`config.mk`:
```
export PLATFORM = sky130hd
export DESIGN_NAME = lfsr_keystream_gen
export DESIGN_NICKNAME = d
export VERILOG_FILES = /design/src/rtl/ksg_pkg.sv /design/src/rtl/ksg_filter.sv /design/src/rtl/ksg_ctrl.sv /design/src/rtl/ksg_pack.sv /design/src/rtl/lfsr_keystream_gen.sv
export SDC_FILE = /design/constraint.sdc
export NUM_CORES = 1
export LEC_CHECK = 0
export ABC_AREA = 1
export BUFFER_PORTS_ARGS = -buffer_cell sky130_fd_sc_hd__buf_2
export CAP_MARGIN = 5
export CORE_MARGIN = 5
export CORE_UTILIZATION = 40
export DETAILED_ROUTE_END_ITERATION = 12
export HOLD_SLACK_MARGIN = 0.02
export SKIP_LAST_GASP = 1
export SYNTH_ARGS = -nofsm -noshare
export SYNTH_HDL_FRONTEND = slang
export SYNTH_SLANG_ARGS = --single-unit
```
`constraint.sdc`:
```
create_clock -name clk -period 4.3 [get_ports clk]
set_clock_uncertainty 0.1 [all_clocks]
set_input_delay 0 -clock clk [delete_from_list [all_inputs] [get_ports clk]]
set_output_delay 0 -clock clk [all_outputs]
set_load 0.05 [all_outputs]
```
`src/rtl/ksg_pkg.sv`:
```
// Package: shared sizes, lookup constants and tap positions for the
// filtered LFSR keystream generator. Assumes a 48-bit state and a
// 32-cycle initialisation driven by 32 key bits and 32 IV bits.
package ksg_pkg;
    localparam int KEY_W  = 48;
    localparam int ID_W   = 32;
    localparam int IV_W   = 32;
    localparam int ST_W   = 48;
    localparam int INIT_N = 32;
    localparam int SEED_K = ST_W - ID_W;   // key bits placed at load
    localparam int N_GRP  = 5;
    localparam int GRP_IN = 4;

    localparam logic [15:0] LUT_A   = 16'h2C79;
    localparam logic [15:0] LUT_B   = 16'h6671;
    localparam logic [31:0] LUT_MIX = 32'h7907287B;
    // Linear feedback tap mask used during keystream output
    localparam logic [ST_W-1:0] FB_MASK = 48'hB380_8322_0073;
    // Which groups use table A (1) versus table B (0)
    localparam logic [N_GRP-1:0] GRP_IS_A = 5'b10001;

    typedef enum logic [1:0] {PH_IDLE, PH_INIT, PH_RUN} phase_t;

    // Register bit feeding input k (k = 0 is LSB) of group g
    function automatic int tap_pos(input int g, input int k);
        int p;
        case (g)
            0: case (k) 0: p = 45; 1: p = 44; 2: p = 42; default: p = 41; endcase
            1: case (k) 0: p = 39; 1: p = 35; 2: p = 33; default: p = 32; endcase
            2: case (k) 0: p = 30; 1: p = 26; 2: p = 24; default: p = 21; endcase
            3: case (k) 0: p = 19; 1: p = 18; 2: p = 16; default: p = 14; endcase
            default: case (k) 0: p = 13; 1: p = 4; 2: p = 3; default: p = 1; endcase
        endcase
        return p;
    endfunction
endpackage

```
`src/rtl/ksg_filter.sv`:
```
// Module: ksg_filter
// Two-level nonlinear filter. Five 4-input lookups on fixed register
// taps feed one 5-input lookup. Purely combinational; assumes ST_W = 48.
module ksg_filter
    import ksg_pkg::*;
(
    input  logic [ST_W-1:0] state,
    output logic            f_out
);
    logic [N_GRP-1:0] grp_out;

    // Build each first-level lookup from its four taps
    for (genvar g = 0; g < N_GRP; g++) begin : g_grp
        logic [GRP_IN-1:0] idx;
        for (genvar k = 0; k < GRP_IN; k++) begin : g_tap
            localparam int P = tap_pos(g, k);
            assign idx[k] = state[P];
        end
        if (GRP_IS_A[g]) begin : g_a
            assign grp_out[g] = LUT_A[idx];
        end else begin : g_b
            assign grp_out[g] = LUT_B[idx];
        end
    end

    // Second-level combiner lookup
    always_comb f_out = LUT_MIX[grp_out];
endmodule

```
`src/rtl/ksg_ctrl.sv`:
```
// Module: ksg_ctrl
// Phase sequencer: idle, then INIT_CYC initialisation cycles, then
// keystream output until the next start. A start always wins.
module ksg_ctrl
    import ksg_pkg::*;
#(
    parameter int INIT_CYC = INIT_N
) (
    input  logic clk,
    input  logic rst_n,
    input  logic start,
    output logic in_init,
    output logic in_run
);
    localparam int CW = $clog2(INIT_CYC);

    phase_t        phase;
    logic [CW-1:0] cyc;

    // Advance the phase and count initialisation cycles
    always_ff @(posedge clk) begin
        if (!rst_n) begin
            phase <= PH_IDLE;
            cyc   <= '0;
        end else if (start) begin
            phase <= PH_INIT;
            cyc   <= '0;
        end else if (phase == PH_INIT) begin
            if (cyc == CW'(INIT_CYC - 1)) begin
                phase <= PH_RUN;
                cyc   <= '0;
            end else begin
                cyc <= cyc + 1'b1;
            end
        end
    end

    // Decode phase flags
    always_comb begin
        in_init = (phase == PH_INIT);
        in_run  = (phase == PH_RUN);
    end
endmodule

```
`src/rtl/ksg_pack.sv`:
```
// Module: ksg_pack
// Packs valid keystream bits MSB-first into a word and raises a
// one-cycle flag when each full word is present. Cleared by start.
module ksg_pack #(
    parameter int WORD_W = 32
) (
    input  logic              clk,
    input  logic              rst_n,
    input  logic              clr,
    input  logic              bit_vld,
    input  logic              bit_in,
    output logic [WORD_W-1:0] word,
    output logic              full
);
    localparam int NW = $clog2(WORD_W);

    logic [NW-1:0] fill;

    // Shift in bits and flag every WORD_W-th capture
    always_ff @(posedge clk) begin
        if (!rst_n || clr) begin
            word <= '0;
            fill <= '0;
            full <= 1'b0;
        end else begin
            full <= 1'b0;
            if (bit_vld) begin
                word <= {word[WORD_W-2:0], bit_in};
                if (fill == NW'(WORD_W - 1)) begin
                    fill <= '0;
                    full <= 1'b1;
                end else begin
                    fill <= fill + 1'b1;
                end
            end
        end
    end
endmodule

```
`src/rtl/lfsr_keystream_gen.sv`:
```
// Module: lfsr_keystream_gen (top)
// Bit-serial filtered-LFSR keystream generator. Start loads the state
// from serial and upper key bits, 32 cycles mix in key[31:0] and iv
// MSB-first, then one keystream bit per cycle is emitted and packed.
// Assumes key, serial and iv are stable only in the start cycle.
module lfsr_keystream_gen
    import ksg_pkg::*;
#(
    parameter int WORD_W = 32
) (
    input  logic              clk,
    input  logic              rst_n,
    input  logic              start,
    input  logic [KEY_W-1:0]  key,
    input  logic [ID_W-1:0]   serial,
    input  logic [IV_W-1:0]   iv,
    output logic              ks_bit,
    output logic              ks_valid,
    output logic [WORD_W-1:0] ks_word,
    output logic              done
);
    localparam int MIX_W = KEY_W - SEED_K;

    logic [ST_W-1:0]  st;
    logic [MIX_W-1:0] key_sh;
    logic [IV_W-1:0]  iv_sh;
    logic             filt;
    logic             in_init;
    logic             in_run;
    logic             lin_fb;

    ksg_filter u_filter (.state(st), .f_out(filt));

    ksg_ctrl #(.INIT_CYC(INIT_N)) u_ctrl (
        .clk(clk), .rst_n(rst_n), .start(start),
        .in_init(in_init), .in_run(in_run)
    );

    // Linear feedback for the keystream phase
    always_comb lin_fb = ^(st & FB_MASK);

    // State register: load, keyed initialisation, or linear stepping
    always_ff @(posedge clk) begin
        if (!rst_n) begin
            st <= '0;
        end else if (start) begin
            st <= {serial, key[KEY_W-1:MIX_W]};
        end else if (in_init) begin
            st <= {st[ST_W-2:0], filt ^ key_sh[MIX_W-1] ^ iv_sh[IV_W-1]};
        end else if (in_run) begin
            st <= {st[ST_W-2:0], lin_fb};
        end
    end

    // Capture and step the mixing key and IV bits, MSB first
    always_ff @(posedge clk) begin
        if (!rst_n) begin
            key_sh <= '0;
            iv_sh  <= '0;
        end else if (start) begin
            key_sh <= key[MIX_W-1:0];
            iv_sh  <= iv;
        end else if (in_init) begin
            key_sh <= {key_sh[MIX_W-2:0], 1'b0};
            iv_sh  <= {iv_sh[IV_W-2:0], 1'b0};
        end
    end

    // Keystream outputs
    always_comb begin
        ks_valid = in_run;
        ks_bit   = filt & in_run;
    end

    ksg_pack #(.WORD_W(WORD_W)) u_pack (
        .clk(clk), .rst_n(rst_n), .clr(start),
        .bit_vld(in_run), .bit_in(filt),
        .word(ks_word), .full(done)
    );
endmodule

```
---- After elaboration in Yosys (flattened, before gate mapping) ----
Memory sizes are Yosys's and may differ from the RTL's. A register that Yosys moved wholly into a read port is not among the register bits.
Index checks and enable logic that the tools add are counted.
storage, ports and cells
  flip-flop bits (word level) ............. 157
  ROM bits ................................ 112
  bits of input ports ..................... 115
  memories kept ........................... 6
operators by class
  $add $sub $neg .......................... 2
  magnitude comparators ................... 6
  equal/unequal tests ..................... 4
  muxes and demuxes ....................... 29
  bitwise operators ....................... 5
  reduce and logical (&&, ||, !) cells .... 10
memory list
  name              depth  width  rd ports  clocked after memory_dff  wr ports  line              source
  (name not given)  32     1      1         0                         0         ksg_filter.sv:27  always_comb f_out = LUT_MIX[grp_out];
  (name not given)  16     1      1         1                         0         ksg_filter.sv:20  assign grp_out[g] = LUT_A[idx];
  (name not given)  16     1      1         1                         0         ksg_filter.sv:22  assign grp_out[g] = LUT_B[idx];
  (name not given)  16     1      1         1                         0         ksg_filter.sv:22
  (name not given)  16     1      1         1                         0         ksg_filter.sv:22
  (name not given)  16     1      1         1                         0         ksg_filter.sv:20
operator list
  kind                                                  count
  two-way mux 48 bit                                    3
  two-way mux 32 bit                                    4
  XOR reduction 48 bit                                  1
  two-way mux 4 bit                                     10
  < comparator 4 x 5 -> 1 bit (second input constant)   5
  adder 5 x 1 -> 5 bit (second input constant)          2
  equality test 5 bit (second input constant)           2
  two-way mux 1 bit                                     10
  two-way mux 5 bit                                     2
  < comparator 5 x 6 -> 1 bit (second input constant)   1
  AND reduction 2 bit                                   2
  nonzero test 2 bit                                    2
  OR reduction 2 bit                                    2
  nonzero test 3 bit                                    1
  equality test 2 x 1 -> 1 bit (second input constant)  1
  equality test 2 bit (second input constant)           1
  NOT 1 bit                                             2
  XOR 1 bit                                             2
  AND 1 bit                                             1
  zero test 1 bit                                       1
  logical OR 1 bit                                      1

---- Longest topological paths before layout ----
Gate-level depths: netlist of the first run.
  word-level depth ........................ 10
  mapped depth ............................ 17
  mapped depth without buffers ............ 15

---- Modules after synthesis ----
From an unflattened synthesis of the first run, not the netlist that was laid out.
second synthesis, totals
  cell total of the unflattened synthesis .. 1097
  area, all modules ....................... 7554.7 sq um
modules (own cells, without submodules)
  module              instances  cells each  area an instance (sq um)  seq. area each (sq um)
  lfsr_keystream_gen  1          784         5328.9                    2242.2
  ksg_pack            1          173         1370.1                    760.7
  ksg_filter          1          97          530.5                     0.0
  ksg_ctrl            1          43          325.3                     140.1

---- Worst setup path before layout of the first run ----
Ideal clock, no wire load.
  path type ............................... reg-to-reg
  start ................................... register u_ctrl.phase[1]
  end ..................................... register, netlist name u_filter.grp_out[4]
  library setup time ...................... 0.122 ns
  arrival time ............................ 1.933 ns
  data required time ...................... 4.078 ns
  slack ................................... 2.144 ns
  stages on the path, launching flop included .. 15
  path buffers ............................ 3
  period minus slack after synthesis ...... 2.156 ns
  path through ............................ dfxtp_1 inv_2 nand2_4 inv_4 nor2_4 inv_2 nor2_4 inv_2 buf_2 buf_2 buf_2 a31oi_1 ha_1 o21ai_0 o21ai_1
RTL lines
  what                      line            source
  start: declaration        ksg_ctrl.sv:17  phase_t phase;
  start signal: assignment  ksg_ctrl.sv:23  phase <= PH_IDLE;
  start signal: assignment  ksg_ctrl.sv:26  phase <= PH_INIT;
  start signal: assignment  ksg_ctrl.sv:30  phase <= PH_RUN;

==> results of run 1 <==
[layer usage]
metal  track usage [%]  vias to the layer above  routed length [um]
li1                  -                     3789                   -
met1             26.35                     3339                9248
met2             29.33                      210                8783
met3             3.935                       42                1149
met4             7.707                        0                 537
met5                 0                        -                   0
[final timing paths]
path,startpoint,endpoint,slack (ns),depth (start not counted)
worst min-delay path,start,st[35],0.04,5
worst max register to register,u_ctrl.phase[1],u_filter.grp_out[3],1.30,17
worst max-delay path,u_ctrl.phase[1],u_filter.grp_out[3],1.30,17
worst min register to register,u_pack.word[27],u_pack.word[27],0.37,2
[timing repair]
item / 4_1_cts / 5_1_grt
hold buffers: 127 / 0
resized for setup: 0 / 0
hold endpoints to repair: 116 / 0
[state kept, by name, summed over array words and instances (netlist names)]
register / count
u_pack.fill: 5
u_filter.grp_out: 5
u_ctrl.cyc: 5
u_pack.full: 1
u_ctrl.phase: 2
st: 48
key_sh: 32
u_pack.word: 32
iv_sh: 32
[layout make-up]
class	instances	share of cell area, %
inverters	50	1.924
multi-input cells	716	35.15
repair buffers	286	21.05
flip-flops and latches	162	32.60
clock inverters	12	1.811
clock buffers	20	4.590
well taps	229	2.880
[tightest hold or removal path, delay by kind of cell]
family / cells / cell delay, ns
AND/OR/NAND/NOR: 3 / 0.23
buffers and inverters: 1 / 0.21
AO/OA/AOI/OAI: 1 / 0.07
[synth_stat cells, types with 2 or more instances]
| library cell | count | share of area (%) |
|---|---|---|
| nor2_4 | 3 | 0.47 |
| clkbuf_1 | 42 | 2.2 |
| a31oi_1 | 86 | 7.4 |
| nand2_1 | 250 | 13 |
| a21oi_1 | 25 | 1.7 |
| nand3_1 | 75 | 5.2 |
| inv_1 | 43 | 2.2 |
| ha_1 | 18 | 3.1 |
| buf_1 | 10 | 0.52 |
| o21ai_2 | 2 | 0.24 |
| nor2_2 | 3 | 0.26 |
| nor3_1 | 4 | 0.28 |
| dfxtp_1 | 162 | 45 |
| o211ai_1 | 4 | 0.42 |
| buf_2 | 17 | 1.2 |
| nor2_1 | 125 | 6.5 |
| or2_2 | 2 | 0.17 |
| o21ai_0 | 87 | 6.0 |
| a31oi_2 | 3 | 0.52 |
| xor2_1 | 5 | 0.61 |
| o21a_1 | 3 | 0.31 |
| inv_2 | 5 | 0.26 |
| xnor2_1 | 5 | 0.61 |
| o21ai_1 | 8 | 0.55 |
| nand4_1 | 2 | 0.17 |
[where the power goes]
group          internal, mW  leakage (nW)  switching (mW)
clock network          1.01         0.307           0.627
registers              1.59          1.33          0.0599
logic                 0.248          2.71           0.287
[through the flow]
stage	setup WS [ns]	util (%)	power, mW
after detailed placement	1.283	44.92	2.124
final	1.303	55.58	3.817
after global placement	1.348	44.92	2.118
after global routing	0.9665	55.58	3.998
after floorplan	2.144	-	1.986
after CTS	1.280	55.58	3.851
[cells by family after synthesis]
group / count (synthesis)
simple gates: 467
compound gates: 220
flops: 162
buf+inv: 121
fa+ha+maj: 18
xor+xnor: 10
mux: 1
==> results.yml, run 1 <==
sta:
  slew_violations: 0
  holdWs_ns: 0.04281
  rsz0062_at_grt: "no"
  timing_hold_violations_final: 0
  setup_tns_ns: 0
  period_minus_slack_ns: 2.997
  fin_crit_sh_pct: 69.70
  timing.slew.headroom_pct: 28.28
  fmax_mhz: 333.6
  tightest_slew_ns: 1.075
  final-setup-viol-count: 0
logic_synthesis:
  async_reset_ff_share_pct: 0
  synthMuxAreaShare_pct: 0.1385
  synth_top_flop_cell: "dfxtp_1"
  synth-compound-area-share_pct: 17.52
  synth_edf_count: 0
  synthCells: 999
  netlist_area_sq_um: 7227
  synth_warnings: 0
  synth_top_family_by_area: "simple AND/OR/NAND/NOR gates"
  syn-num-nets: 1132
  yosys.area_share.adder_pct: 3.116
  ys_ff_latch: 162
  synth_seq_area_share_pct: 44.88
  synth-simple-area-share_pct: 26.37
  ys_types: 35
  synth_area_per_cell_sq_um: 7.234
  synth_xor_area_share_pct: 1.212
worst_setup_path:
  crit_chain: "inv_2, nand2_4, inv_4, nor2_4, buf_4, inv_2, nor2_4, inv_2, buf_4, o211ai_1, nand2_1, nor2_1, inv_1, ha_1, nand2_1, o21a_1, o21ai_1"
  crit_path_frequent_cell: "inv_2"
  cp_num_buf_inv: 7
  crit_path_end_kind: "flip-flop"
  crit_slowest_cell: "buf_4"
  cp-start-kind: "flip-flop"
  max_stage_delay_ns: 0.50
  crit_path_max_fanout: 59
  critical_path_required_ns: 4.52
  crit_type: "flip-flop to flip-flop"
  crit_family: "buffers and inverters"
  cp.arrival_ns: 3.21
finish:
  multiInputGateArea_sq_um: 3497
  final_area_sq_um: 9950
  final_common_cell: "nand2_1"
  area_growth_pct: 37.67
  diodes: 0
  final_cells: 1475
  drive_gt1_share_pct: 17.26
  fillers: 1686
  seq_area_sq_um: 3243
  layout_common_cells: "nand2_1, dfxtp_1, buf_2"
  nets: 1366
clock_tree:
  cts_setup_buffers: 0
  cts_inserted_buffers: 17
  clock-root-buffer: "clkbuf_16"
  cts.clk_slew.worst_paths_ns: 0.07
  clock_sinks: 162
  clock_latency_ns: 0.42
  cts_buffer_depth: 2
  tritoncts: "done"
  htreeDepth: 4
route:
  drt_first_pass_iters: 5
  drt-initial-drc-count: 483
  wirelength_um: 19720
  drtAntennaViolNets: 0
  drcViolationCount: 0
  avgRoutedWirePerCell_um: 13.37
  vias_per_cell: 5.003
  vias: 7380
flow_run:
  cap_violations: 0
floorplan:
  initial_core_util_pct: 40.37
  fp.dieH_um: 144.4
  coreArea_sq_um: 17900
  std_cell_rows: 49
  ios: 150
  dieWidth_um: 144.4
  die-area_sq_um: 20860
grt:
  grt.total_usage_pct: 19.13
  grt_pass1_vias: 6864
  grt_overflow: 0
  antenna_found_initial: 0
  grt_max_degree: 97
  grt_first_pass_wirelength_um: 32750
placement:
  place_area_sq_um: 8041
  place_hpwl_um: 11830
  gp_congestion: 0.7908
  dp.cells: 1316
  portBuffers: 149
status:
  outcome: "finished clean"
worst_hold_path:
  hold_class: "input port to flip-flop"
power_and_ir_drop:
  power_leakage_nw: 4.352
  peakVddDrop_v: 0.0003103
  power_density_nw_per_um2: 383.7
Power figures use the tool's default switching activity.
==> run 2: changes to the inputs <==
--- a/config.mk
+++ b/config.mk
@@ -5,7 +5,7 @@
 export SDC_FILE = /design/constraint.sdc
 export NUM_CORES = 1
 export LEC_CHECK = 0
-export ABC_AREA = 1
+export ABC_AREA = 0
 export BUFFER_PORTS_ARGS = -buffer_cell sky130_fd_sc_hd__buf_2
 export CAP_MARGIN = 5
 export CORE_MARGIN = 5
==> constraint.sdc (replaced) <==
create_clock -name clk -period 3.1 [get_ports clk]
set_clock_uncertainty 0.1 [all_clocks]
set_input_delay 0 -clock clk [delete_from_list [all_inputs] [get_ports clk]]
set_output_delay 0 -clock clk [all_outputs]
set_load 0.05 [all_outputs]
==> run 2 against run 1 <==
  * Synthesized area increased by 4.4%
  * Combinational power increased by 61%
  * Cell area increased by 4.7%
  * Largest power group unchanged
  * Power increased by 38%
  * Clock power increased by 29%
==> results.yml, run 2 <==
status:
  outcome: "finished clean"
sta:
  period_minus_slack_ns: 2.545
  timing.slew.headroom_pct: 23.92
  final-setup-viol-count: 0
  slew_violations: 0
  fmax_mhz: 393.0
  fin_crit_sh_pct: 82.08
  tightest_slew_ns: 1.141
  rsz0062_at_grt: "no"
  setup_tns_ns: 0
  timing_hold_violations_final: 0
grt:
  grt_pass1_vias: 6594
  grt.total_usage_pct: 17.26
  grt_first_pass_wirelength_um: 31290
  grt_max_degree: 122
  antenna_found_initial: 0
  grt_overflow: 0
worst_setup_path:
  critical_path_required_ns: 3.29
  cp.arrival_ns: 2.74
  max_stage_delay_ns: 0.47
  crit_path_max_fanout: 39
  crit_slowest_cell: "dfxtp_1"
  crit_chain: "nand2b_1, nand3_4, nand2_1, o211a_1, inv_1, ha_1, mux4_2"
  crit_type: "flip-flop to flip-flop"
  crit_path_end_kind: "flip-flop"
  cp-start-kind: "flip-flop"
finish:
  area_growth_pct: 38.05
  nets: 1246
  final_area_sq_um: 10420
  drive_gt1_share_pct: 18.29
  diodes: 0
  fillers: 1707
  top_register: "st"
  largest_reg_flops: 48
  layout_common_cells: "nand2_1, dfxtp_1, buf_2"
  final_common_cell: "nand2_1"
floorplan:
  std_cell_rows: 50
  die-area_sq_um: 21710
  initial_core_util_pct: 40.48
  ios: 150
  coreArea_sq_um: 18640
  fp.dieH_um: 147.4
  dieWidth_um: 147.4
clock_tree:
  cts_setup_buffers: 0
  tritoncts: "done"
  cts.clk_slew.worst_paths_ns: 0.06
  cts_inserted_buffers: 17
  cts_buffer_depth: 2
  clock_sinks: 162
  postCtsHoldBufs: 140
  clock-root-buffer: "clkbuf_16"
  htreeDepth: 4
  cts_resized: 0
  clock_latency_ns: 0.43
logic_synthesis:
  synth_seq_area_share_pct: 42.98
  ys_types: 36
  synthTopCellsByCount: "nand2_1, dfxtp_1, o211a_1"
  synth_top_flop_cell: "dfxtp_1"
  synthCells: 865
  ys_ff_latch: 162
  synth.area.top_cells: "dfxtp_1, o211a_1, nand2_1"
  synth_area_per_cell_sq_um: 8.724
  syn-num-nets: 998
  async_reset_ff_share_pct: 0
  synth_edf_count: 0
  synth_most_common_cell: "nand2_1"
  synth_area_leader_cell: "dfxtp_1"
  netlist_area_sq_um: 7546
  synth_warnings: 0
  synth_top_area_share_pct: 42.98
power_and_ir_drop:
  power_density_nw_per_um2: 506.8
  peakVddDrop_v: 0.0003814
  power_leakage_nw: 5.400
route:
  drt-initial-drc-count: 354
  avgRoutedWirePerCell_um: 13.98
  drtAntennaViolNets: 0
  drcViolationCount: 0
  vias_per_cell: 5.014
  drt_first_pass_iters: 4
  vias: 6819
  wirelength_um: 19020
worst_hold_path:
  hold_class: "input port to flip-flop"
placement:
  place_hpwl_um: 11430
  gp_congestion: 0.7383
  portBuffers: 149
  place_area_sq_um: 8434
flow_run:
  cap_violations: 0
-- run 2: cell types whose count changed after synthesis, moves of 11 or more --
| cell | before | now |
|---|---|---|
| a21oi_1 | 25 | 43 |
| a31oi_1 | 86 | 2 |
| clkbuf_1 | 42 | 53 |
| inv_1 | 43 | 20 |
| mux2i_1 | 1 | 51 |
| nand3_1 | 75 | 63 |
| nor2_1 | 125 | 8 |
| o211a_1 | 0 | 117 |
| o21ai_0 | 87 | 12 |
-- run 2: per-stage QoR --
| step | hold slack (ns) | util, % | power (mW) | std cells | worst slack, ns |
|---|---|---|---|---|---|
| CTS | 0.09630 | 55.88 | 5.327 | 1360 | 0.5533 |
| detailed placement | 0.1260 | 45.24 | 3.064 | 1188 | 0.5800 |
| floorplan | 0.03785 | - | 2.858 | 865 | 0.6666 |
| finish | 0.07006 | 55.88 | 5.280 | 1360 | 0.5554 |
| global placement | 0.1238 | 45.24 | 3.054 | 1188 | 0.6809 |
| global route | 0.1464 | 55.88 | 5.530 | 1360 | 0.3927 |
-- run 2: final timing paths --
kind,start,to,slack [ns],depth (start not counted)
hold reg to reg,u_pack.word[4],u_pack.word[5],0.37,2
setup reg to reg,u_ctrl.phase[0],u_filter.grp_out[0],0.56,7
hold / removal,start,st[0],0.07,4
setup / recovery,u_ctrl.phase[0],u_filter.grp_out[0],0.56,7
-- run 2: final cells by class --
| cell class | instances | area [sq um] | area share (%) |
|---|---|---|---|
| sequential | 162 | 3243 | 31.13 |
| timing repair buffer | 302 | 2287 | 21.96 |
| clock inverter | 15 | 156.4 | 1.501 |
| inverter | 21 | 81.33 | 0.7807 |
| multi-input combinational | 609 | 3931 | 37.74 |
| tap | 234 | 292.8 | 2.810 |
| clock buffer | 17 | 425.4 | 4.084 |
-- run 2: power breakdown --
part	internal [mW]	switching, mW	leakage, nW
logic	0.473	0.388	3.77
registers	2.22	0.0916	1.34
clock network	1.20	0.913	0.290
-- run 2: routing by layer --
metal	GRT usage (%)	wire length, um	part of all wire, %
met1	22.37	8849	47
met2	29.08	9195	48
met3	3.825	723	3.8
met4	4.753	251	1.3
met5	0	0	0
-- run 2: logic make-up after synthesis --
family | share of synthesized area [%]
buf+inv | 5.157
flops | 42.98
mux | 8.108
xor+xnor | 2.089
compound gates | 20.21
simple gates | 18.47
fa+ha+maj | 2.985
-- run 2: worst max-delay path, delay by kind of cell (launching register included) --
family	cells	cell delay, ns
compound gates	1	0.21
buf+inv	1	0.05
flops	1	0.47
simple gates	3	0.83
mux	1	0.46
fa+ha+maj	1	0.29
==> run 3: changes to the inputs <==
==> constraint.sdc (replaced) <==
create_clock -name clk -period 2.15 [get_ports clk]
set_clock_uncertainty 0.1 [all_clocks]
set_input_delay 0 -clock clk [delete_from_list [all_inputs] [get_ports clk]]
set_output_delay 0 -clock clk [all_outputs]
set_load 0.05 [all_outputs]
==> run 3 against run 2 <==
  * Cell area up 1.3%
  * Die area did not move
  * Largest power group is now the clock network
  * Largest cell class unchanged
  * Combinational power increased by 45%
  * Power grew 54%
  * Worst hold slack improved by 0.059 ns
  * Via count up 0.44%
  * Critical endpoint is now ks_bit
  * Sequential cell count is the same
  * Utilization increased by 0.72 points
  * Global-route usage rose by 0.10 points
==> results.yml, run 3 (synthesis gave the netlist of run 2 again) <==
route:
  drtAntennaViolNets: 0
  drt_first_pass_iters: 4
  wirelength_um: 19090
  drt-initial-drc-count: 370
  vias_per_cell: 5.021
  drcViolationCount: 0
  avgRoutedWirePerCell_um: 13.99
  vias: 6849
sta:
  slew_violations: 0
  holdWs_ns: 0.1290
  setup_tns_ns: 0
  final.setup.worst_slack_ns: 0.06108
  rsz0062_at_grt: "yes"
  tightest_slew_ns: 0.7808
  fin_crit_sh_pct: 97.16
  fmax_mhz: 478.7
  final-setup-viol-count: 0
  timing.slew.headroom_pct: 47.95
  timing_hold_violations_final: 0
  period_minus_slack_ns: 2.089
floorplan:
  coreArea_sq_um: 18640
  initial_core_util_pct: 40.48
  std_cell_rows: 50
  fp.dieH_um: 147.4
  ios: 150
  die-area_sq_um: 21710
  dieWidth_um: 147.4
power_and_ir_drop:
  power_density_nw_per_um2: 769.2
  total_power_mw: 8.116
  power_leakage_nw: 5.458
  peakVddDrop_v: 0.0005564
worst_setup_path:
  r2r_end: "u_filter.grp_out[0]"
  cp-startpoint: "u_filter.grp_out[1]"
  crit_family: "multiplexers"
  critical_path_required_ns: 2.05
  cp_num_buf_inv: 2
  crit_path_end_kind: "output port"
  r2r_cells: 7
  endpoint: "ks_bit"
  cp_num_cells: 6
  cp-start-kind: "flip-flop"
  max_stage_delay_ns: 0.47
  r2r-start: "u_ctrl.phase[1]"
  regToRegSetupSlack_ns: 0.10
  crit_chain: "inv_1, ha_1, mux4_2, o21ai_2, nor2_1, buf_2"
  cp.arrival_ns: 1.99
  crit_slowest_cell: "mux4_2"
  crit_path_max_fanout: 4
  crit_type: "flip-flop to output port"
grt:
  grt.total_usage_pct: 17.36
  grt_pass1_vias: 6637
  antenna_found_initial: 0
  grt_max_degree: 129
  grt_overflow: 0
  grt_first_pass_wirelength_um: 31480
finish:
  fillers: 1647
  drive_gt1_share_pct: 19.66
  area_growth_pct: 39.83
  final_cells: 1364
  top_register: "st"
  nets: 1249
  final_core_util_pct: 56.60
  layout_common_cells: "nand2_1, dfxtp_1, buf_2"
  final_common_cell: "nand2_1"
  largest_reg_flops: 48
  final_area_sq_um: 10550
clock_tree:
  cts_setup_buffers: 0
  clock-root-buffer: "clkbuf_16"
  clock_latency_ns: 0.42
  clock_sinks: 162
  htreeDepth: 4
  cts_buffer_depth: 2
  cts_inserted_buffers: 17
  tritoncts: "done"
  cts.clk_slew.worst_paths_ns: 0.07
placement:
  dp.cells: 1200
  place_area_sq_um: 8534
  portBuffers: 149
  gp_congestion: 0.7479
  place_hpwl_um: 11790
  dp_slack_ns: 0.09488
status:
  outcome: "finished clean"
flow_run:
  cap_violations: 0
worst_hold_path:
  hold_class: "input port to flip-flop"
[run 3: changes by cell type in the layout (fill, tap and decap cells not counted), moves of 2 or more]
cell           previous run  this run
buf_4                    12        21
dlygate4sd3_1           140       131
clkinv_2                  5         0
bufinv_16                 2         6
buf_6                     0         2
dfxtp_1                 162       160
inv_8                     1         3
[run 3: worst min-delay path, stage by stage]
cell	delay, ns
buf_2	0.16
inv_4	0.07
nand3_4	0.16
nand2_1	0.09
o211a_1	0.12
[run 3: what timing repair did]
item / CTS / global route
setup endpoints to repair: 2 / 10
endpoints found under the hold margin: 115 / 0
hold buffers: 131 / 0
resized for setup: 2 / 2
[run 3: worst min-delay path by stage]
| stage | slack [ns] | cells after the start | from | end |
|---|---|---|---|---|
| 4_1_cts | 0.12 | 5 | start | st[45] |
| 5_1_grt | 0.17 | 5 | start | st[45] |
| 6_report | 0.13 | 5 | start | st[45] |
| 3_3_place_gp | 0.12 | 2 | iv[2] | iv_sh[2] |
| 2_1_floorplan | 0.04 | 1 | iv[10] | iv_sh[10] |
| 3_5_place_dp | 0.12 | 2 | key[15] | key_sh[15] |
[run 3: area by class of cell]
type,count,area (sq um),share of cell area [%]
Multi-Input combinational cell,609,3943,37.36
Tap cell,234,292.8,2.775
Timing Repair Buffer,305,2292,21.72
Inverter,21,81.33,0.7708
Antenna cell,1,2.502,0.02372
Clock buffer,17,425.4,4.032
Clock inverter,15,266.5,2.526
Sequential cell,162,3248,30.78
[run 3: where the power goes]
group	internal (mW)	switching, mW	total [mW]	leakage (nW)
Sequential	3.20	0.132	3.33	1.34
Clock	2.22	1.32	3.54	0.339
Combinational	0.683	0.564	1.25	3.78
[run 3: routing by layer]
metal,wire length [um],GRT usage (%)
met4,312,5.499
met5,0,0
met2,9082,29.06
met1,9007,22.49
met3,684,3.640
